### config.mk
export PLATFORM = sky130hd
export DESIGN_NAME = fp_trunc_int32
export DESIGN_NICKNAME = d
export VERILOG_FILES = /design/src/rtl/fptr_pkg.sv /design/src/rtl/fptr_classify.sv /design/src/rtl/fptr_round.sv /design/src/rtl/fptr_lane_merge.sv /design/src/rtl/fp_trunc_int32.sv
export SDC_FILE = /design/constraint.sdc
export NUM_CORES = 1
export LEC_CHECK = 0
export BUFFER_PORTS_ARGS = -buffer_cell sky130_fd_sc_hd__buf_2
export CORE_MARGIN = 3
export CORE_UTILIZATION = 40
export CTS_BUF_LIST = sky130_fd_sc_hd__clkbuf_16
export DETAILED_ROUTE_END_ITERATION = 8
export GPL_ROUTABILITY_DRIVEN = 0
export PLACE_DENSITY_LB_ADDON = 0.2
export SETUP_SLACK_MARGIN = 0.5
export SLEW_MARGIN = 25
export SYNTH_ARGS = -nofsm -noshare
export SYNTH_HDL_FRONTEND = slang
export SYNTH_SLANG_ARGS = --single-unit
### constraint.sdc
create_clock -name clk -period 4.1 [get_ports clk]
set_input_delay 0.41 -clock clk [delete_from_list [all_inputs] [get_ports clk]]
set_output_delay 0.41 -clock clk [all_outputs]
set_load 0.05 [all_outputs]
### src/rtl/fptr_pkg.sv
package fptr_pkg;

  localparam int INT_W   = 32;
  localparam int LANE_W  = 128;
  localparam int OPND_W  = 64;
  localparam int NUM_FMT = 2;

  typedef enum logic [1:0] {
    PREC_SGL  = 2'b00,
    PREC_DBL  = 2'b01,
    PREC_RSV0 = 2'b10,
    PREC_RSV1 = 2'b11
  } prec_e;

  // exponent / fraction widths per format index (0 = single, 1 = double)
  function automatic int fmt_exp_w(input int idx);
    return (idx == 0) ? 8 : 11;
  endfunction

  function automatic int fmt_frac_w(input int idx);
    return (idx == 0) ? 23 : 52;
  endfunction

endpackage

### src/rtl/fptr_classify.sv
module fptr_classify #(
  parameter int EXP_W  = 8,
  parameter int FRAC_W = 23,
  parameter int INT_W  = 32,
  localparam int W     = 1 + EXP_W + FRAC_W
) (
  input  logic [W-1:0]      opnd,
  output logic              sign,
  output logic [EXP_W-1:0]  exp_b,
  output logic [FRAC_W-1:0] frac,
  output logic              exp_zero,
  output logic              exp_max,
  output logic              frac_nz,
  output logic              below_one,
  output logic              above_limit,
  output logic              at_limit,
  output logic [EXP_W-1:0]  e_int
);

  // biased exponent of 1.0 and of 2^(INT_W-1)
  localparam logic [EXP_W-1:0] BIAS    = EXP_W'((1 << (EXP_W - 1)) - 1);
  localparam logic [EXP_W-1:0] EXP_LIM = EXP_W'((1 << (EXP_W - 1)) - 1 + INT_W - 1);

  assign sign  = opnd[W-1];
  assign exp_b = opnd[W-2 -: EXP_W];
  assign frac  = opnd[FRAC_W-1:0];

  assign exp_zero    = (exp_b == '0);
  assign exp_max     = &exp_b;
  assign frac_nz     = |frac;
  assign below_one   = (exp_b < BIAS);
  assign above_limit = (exp_b > EXP_LIM);
  assign at_limit    = (exp_b == EXP_LIM);
  // only meaningful when the exponent is at or above the bias
  assign e_int       = exp_b - BIAS;

endmodule

### src/rtl/fptr_round.sv
module fptr_round #(
  parameter int EXP_W  = 8,
  parameter int FRAC_W = 23,
  parameter int INT_W  = 32,
  localparam int W     = 1 + EXP_W + FRAC_W
) (
  input  logic [W-1:0] opnd,
  output logic [W-1:0] res,
  output logic         invalid,
  output logic         inexact
);

  localparam logic [EXP_W-1:0]  EXP_LIM   = EXP_W'((1 << (EXP_W - 1)) - 1 + INT_W - 1);
  localparam logic [EXP_W-1:0]  FRAC_E    = EXP_W'(FRAC_W);
  localparam logic [FRAC_W-1:0] FRAC_ONES = {FRAC_W{1'b1}};
  localparam logic [W-1:0]      SAT_PAT   = {1'b1, EXP_LIM, {FRAC_W{1'b0}}};

  logic              sign;
  logic [EXP_W-1:0]  exp_b;
  logic [FRAC_W-1:0] frac;
  logic              exp_zero, exp_max, frac_nz;
  logic              below_one, above_limit, at_limit;
  logic [EXP_W-1:0]  e_int;

  fptr_classify #(
    .EXP_W (EXP_W),
    .FRAC_W(FRAC_W),
    .INT_W (INT_W)
  ) u_cls (
    .opnd       (opnd),
    .sign       (sign),
    .exp_b      (exp_b),
    .frac       (frac),
    .exp_zero   (exp_zero),
    .exp_max    (exp_max),
    .frac_nz    (frac_nz),
    .below_one  (below_one),
    .above_limit(above_limit),
    .at_limit   (at_limit),
    .e_int      (e_int)
  );

  // number of fraction bits that sit below the binary point
  logic [EXP_W-1:0]  frac_bits;
  logic [FRAC_W-1:0] keep_mask;
  logic [FRAC_W-1:0] kept;
  logic [FRAC_W-1:0] dropped;

  always_comb begin
    if (e_int >= FRAC_E) frac_bits = '0;
    else                 frac_bits = FRAC_E - e_int;
    keep_mask = FRAC_ONES << frac_bits;
    kept      = frac & keep_mask;
    dropped   = frac & ~keep_mask;
  end

  always_comb begin
    res     = opnd;
    invalid = 1'b0;
    inexact = 1'b0;
    if (exp_max) begin
      res     = SAT_PAT;
      invalid = 1'b1;
    end else if (exp_zero) begin
      res     = {sign, {(W-1){1'b0}}};
      inexact = frac_nz;
    end else if (below_one) begin
      res     = {sign, {(W-1){1'b0}}};
      inexact = 1'b1;
    end else if (above_limit) begin
      res     = SAT_PAT;
      invalid = 1'b1;
    end else if (at_limit && (!sign || (kept != '0))) begin
      res     = SAT_PAT;
      invalid = 1'b1;
    end else begin
      res     = {sign, exp_b, kept};
      inexact = |dropped;
    end
  end

endmodule

### src/rtl/fptr_lane_merge.sv
module fptr_lane_merge #(
  parameter int LANE_W  = 128,
  parameter int OPND_W  = 64,
  parameter int NUM_FMT = 2,
  localparam int IDX_W  = (NUM_FMT > 1) ? $clog2(NUM_FMT) : 1
) (
  input  logic [NUM_FMT-1:0][OPND_W-1:0] elem,
  input  logic [IDX_W-1:0]               fmt_idx,
  input  logic [LANE_W-1:0]              old_lane,
  input  logic                           merge_en,
  output logic [LANE_W-1:0]              new_lane
);

  logic [NUM_FMT-1:0][LANE_W-1:0] cand;

  for (genvar g = 0; g < NUM_FMT; g++) begin : g_fmt
    localparam int ELEM_W = 32 << g;
    localparam logic [LANE_W-1:0] UPPER =
      {{(LANE_W-ELEM_W){1'b1}}, {ELEM_W{1'b0}}};
    logic [LANE_W-1:0] elem_ext;
    assign elem_ext = {{(LANE_W-OPND_W){1'b0}}, elem[g]};
    assign cand[g]  = (merge_en ? (old_lane & UPPER) : '0) | (elem_ext & ~UPPER);
  end

  assign new_lane = cand[fmt_idx];

endmodule

### src/rtl/fp_trunc_int32.sv
module fp_trunc_int32 (
  input  logic         clk,
  input  logic         rst_n,
  input  logic         in_valid,
  input  logic [1:0]   prec_sel,
  input  logic [63:0]  operand,
  input  logic [127:0] dest_old,
  input  logic         merge_en,
  output logic         out_valid,
  output logic [127:0] dest_new,
  output logic         flag_invalid,
  output logic         flag_inexact,
  output logic         undef_enc
);
  import fptr_pkg::*;

  // reset: asserted asynchronously, released on a clock edge
  logic rst_meta_n, rst_sync_n;
  always_ff @(posedge clk or negedge rst_n) begin
    if (!rst_n) begin
      rst_meta_n <= 1'b0;
      rst_sync_n <= 1'b0;
    end else begin
      rst_meta_n <= 1'b1;
      rst_sync_n <= rst_meta_n;
    end
  end

  // per-format datapaths
  logic [NUM_FMT-1:0][OPND_W-1:0] fmt_val;
  logic [NUM_FMT-1:0]             fmt_inv;
  logic [NUM_FMT-1:0]             fmt_inx;

  for (genvar g = 0; g < NUM_FMT; g++) begin : g_path
    localparam int EW = fmt_exp_w(g);
    localparam int FW = fmt_frac_w(g);
    localparam int FMT_W = 1 + EW + FW;
    logic [FMT_W-1:0] res_w;
    fptr_round #(
      .EXP_W (EW),
      .FRAC_W(FW),
      .INT_W (INT_W)
    ) u_rnd (
      .opnd   (operand[FMT_W-1:0]),
      .res    (res_w),
      .invalid(fmt_inv[g]),
      .inexact(fmt_inx[g])
    );
    assign fmt_val[g] = OPND_W'(res_w);
  end

  logic [LANE_W-1:0] lane_nx;

  fptr_lane_merge #(
    .LANE_W (LANE_W),
    .OPND_W (OPND_W),
    .NUM_FMT(NUM_FMT)
  ) u_lane (
    .elem    (fmt_val),
    .fmt_idx (prec_sel[0]),
    .old_lane(dest_old),
    .merge_en(merge_en),
    .new_lane(lane_nx)
  );

  // next-state
  logic [LANE_W-1:0] dest_d, dest_q;
  logic              inv_d, inv_q, inx_d, inx_q, und_d, und_q, vld_q;

  always_comb begin
    if (prec_sel[1]) begin
      dest_d = dest_old;
      inv_d  = 1'b0;
      inx_d  = 1'b0;
      und_d  = 1'b1;
    end else begin
      dest_d = lane_nx;
      inv_d  = fmt_inv[prec_sel[0]];
      inx_d  = fmt_inx[prec_sel[0]];
      und_d  = 1'b0;
    end
  end

  // registers
  always_ff @(posedge clk or negedge rst_sync_n) begin
    if (!rst_sync_n) begin
      vld_q  <= 1'b0;
      dest_q <= '0;
      inv_q  <= 1'b0;
      inx_q  <= 1'b0;
      und_q  <= 1'b0;
    end else begin
      vld_q <= in_valid;
      if (in_valid) begin
        dest_q <= dest_d;
        inv_q  <= inv_d;
        inx_q  <= inx_d;
        und_q  <= und_d;
      end
    end
  end

  assign out_valid    = vld_q;
  assign dest_new     = dest_q;
  assign flag_invalid = inv_q;
  assign flag_inexact = inx_q;
  assign undef_enc    = und_q;

endmodule

==> results.json <==
{
  "syn_nets": 1412,
  "end_kind": "flop",
  "vias": 13786,
  "dr.pass1.iters": 8,
  "worst-path-buf-inv": 7,
  "utilization_pct": 64.5,
  "netlist.area_leader.share_pct": 33.5,
  "die_area_um2": 27000,
  "place_area_um2": 13900,
  "antenna_found_initial": 5,
  "synth_xor_area_share_pct": 2.07,
  "cp_cell_sequence": "buf_6, ha_4, buf_6, nor2b_4, a221o_1, a211oi_4, buf_4, buf_6, nor2_4, buf_4, a211o_1, a32oi_2, o2111a_1, nand4_1, nor4_4, buf_4, o21ai_4, clkbuf_16, o31ai_4",
  "grt_overflow": 0,
  "synthCells": 1204,
  "die_width_um": 164,
  "detail_route.wl_per_cell_um": 24.9,
  "num_io_pins": 330,
  "synthMuxAreaShare_pct": 0.312,
  "yosysUniqueCellTypes": 88,
  "max_stage_delay_ps": 390,
  "synthFlopType": "dfrtp_1",
  "peakVddDrop_v": 0.000307,
  "hold_path_class": "input port to flop",
  "min_period_ps": 3950,
  "drc": 0,
  "reg2reg_depth": 3,
  "grt_pass1_wl_mm": 75.8,
  "hold_ws_ps": 209,
  "synth_fa_ha_area_share_pct": 1.25,
  "grt_start_max_net_pins": 93,
  "core_um2": 24500,
  "critPathTopFamily": "compound AO/OA/AOI/OAI gates",
  "netSwitchingFraction_pct": 41.3,
  "grt_util_all_layers_pct": 36.8,
  "synth_top_area_cell": "dfrtp_1",
  "design_area_um2": 15800,
  "root_buffer": "clkbuf_16",
  "fp.dieH_um": 164,
  "clockPowerShare_pct": 29.5,
  "arrival_ps": 4270,
  "drt-total-wl_mm": 52.7,
  "tightest_slew_ps": 954,
  "finalSetupViolations": 0,
  "slew_violations": 0,
  "skew_ps": 9.15,
  "syn_avg_cell_area_um2": 8.31,
  "layout.cells.most_common": "buf_2",
  "critical_path_class": "input port to flop",
  "status": "finished, final reports clean",
  "fmax_ghz": 0.253,
  "cts_buffer_depth": 2,
  "syn2layout_area_growth_pct": 57.6,
  "layout-drive-gt1-share_pct": 46.5,
  "worstPathRequired_ps": 4420,
  "combPwrFrac_pct": 40.6,
  "net-switching-power_mw": 2.13,
  "clk_pin_slew_ps": 60,
  "internal-power_mw": 3.02,
  "grt_pass1_vias": 12875,
  "cp_max_fo": 8,
  "cts.sinks": 134,
  "synth-edff-count": 0,
  "hpwlAfterDp_mm": 39.7,
  "numPortBuffers": 329,
  "ys_ff_latch": 134,
  "hold_path_depth": 2,
  "ant_nets": 0,
  "power_mw": 5.15,
  "start_util_pct": 40.9,
  "synth_seq_area_share_pct": 33.5,
  "clk_latency_ps": 410,
  "yosysWarnings": 0,
  "rsz0062_at_grt": "true",
  "nFillCells": 2031,
  "layout_common_cells": "buf_2, buf_4, dfrtp_1",
  "ctsHtreeMaxLevel": 4,
  "synth_compound_area_share_pct": 39.1,
  "cts_made_buffers": 17,
  "worst_setup_path_start_kind": "input port",
  "async_flop_share_pct": 100,
  "p_seq_share_pct": 29.9,
  "routed_via_density": 6.52,
  "cts_tree": "done",
  "drtIter0Drc": 2115,
  "hold_violations": 0,
  "rows": 57,
  "synth_top_family_by_area": "compound AO/OA/AOI/OAI gates",
  "p_per_area_nw_per_um2": 327,
  "slew_headroom_pct": 36.4,
  "maxCapViolCount": 0,
  "fin_nets": 1983,
  "syn_area_um2": 10000,
  "slowest_stage": "a221o_1",
  "p_leak_nw": 7.20,
  "synth_area_leaders": "dfrtp_1, a22o_1, o21ai_0",
  "finalCritPeriodShare_pct": 96.3,
  "cp.depth": 19,
  "synth-simple-area-share_pct": 18.1
}
path summary, 6_finish.rpt:
check,slack [ps],startpoint,to
max,150,operand[53],dest_new[57]$_DFFE_PN0P_
min,210,dest_old[94],dest_new[94]$_DFFE_PN0P_
max reg2reg,2720,dest_new[18]$_DFFE_PN0P_,dest_new[18]$_DFFE_PN0P_
min reg2reg,260,rst_sync_n$_DFF_PN0_,dest_new[112]$_DFFE_PN0P_
max in group asynchronous,3210,rst_sync_n$_DFF_PN0_,dest_new[1]$_DFFE_PN0P_
min in group asynchronous,260,rst_sync_n$_DFF_PN0_,dest_new[112]$_DFFE_PN0P_
kinds of logic (layout without fill, tap and decap cells):
family | Yosys count | in the layout
multiplexers | 3 | 3
AO/OA/AOI/OAI | 534 | 534
AND/OR/NAND/NOR | 360 | 361
XOR/XNOR | 22 | 22
flip-flops | 134 | 134
adder cells (fa/ha/maj) | 10 | 10
buffers and inverters | 140 | 723
other | 1 | 4
final cells by class:
| cell class | count | area, um2 | area share [%] |
|---|---|---|---|
| diodes | 3 | 7.51 | 0.0476 |
| flip-flops and latches | 134 | 3360 | 21.3 |
| multi-input cells | 931 | 6930 | 44.0 |
| clock buffers | 17 | 425 | 2.70 |
| repair buffers | 649 | 4320 | 27.4 |
| well taps | 324 | 405 | 2.57 |
| clock inverters | 15 | 156 | 0.991 |
| inverters | 42 | 175 | 1.11 |
routing by layer:
metal | global-route usage (%) | wire, um
met2 | 58.6 | 23600
met1 | 44.0 | 18500
met3 | 11.6 | 6840
met4 | 20.6 | 3790
met5 | 0 | 0
sequential cells by signal, summed over array words and instances, names as in the netlist:
signal / cells
dest_new: 128
flag_inexact: 1
flag_invalid: 1
out_valid: 1
rst_meta_n: 1
rst_sync_n: 1
undef_enc: 1
worst reg2reg max path, cell delays in order, from the launching register on:
cell and delay, ps:
dfrtp_1 400, o21ai_0 520, a2111o_1 260, o22ai_4 70
synth_stat cells (11+ instances only):
cell / number
a211oi_1: 18
a21oi_1: 68
a22o_1: 70
a22oi_1: 29
a31oi_1: 26
buf_2: 23
clkbuf_1: 64
dfrtp_1: 134
inv_1: 40
nand2_1: 87
nand3_1: 30
nand4_1: 14
nor2_1: 84
nor3_1: 34
nor4_1: 23
o211ai_1: 26
o21ai_0: 95
o21ai_1: 22
o22ai_1: 11
o31ai_1: 17
o31ai_2: 15
or3_1: 26
xnor2_1: 15
per-stage QoR:
step,setup WS [ps],setup TNS [ps],std cells
floorplan,222,0,1204
global placement,-407,-20190,2030
detailed placement,-437,-21100,2030
CTS,358,0,2093
global route,67.5,0,2115
finish,152,0,2115
power groups by stage:
stage / clock [mW] / sequential (mW) / combinational (mW)
after floorplan: 0 / 2.04 / 0.633
after global placement: 0 / 1.57 / 1.86
after detailed placement: 0 / 1.58 / 1.87
after CTS: 1.53 / 1.55 / 1.96
after global routing: 1.59 / 1.56 / 2.18
final: 1.52 / 1.54 / 2.09
repair_timing:
action	4_1_cts	5_1_grt
gates cloned	5	1
buffers inserted	25	17
hold endpoints to repair	2	0
hold buffers	1	0
pin swaps	46	44
gates resized for setup	95	85
endpoints found under the setup margin	61	64
Note: power is estimated with default switching activity, not from simulation.
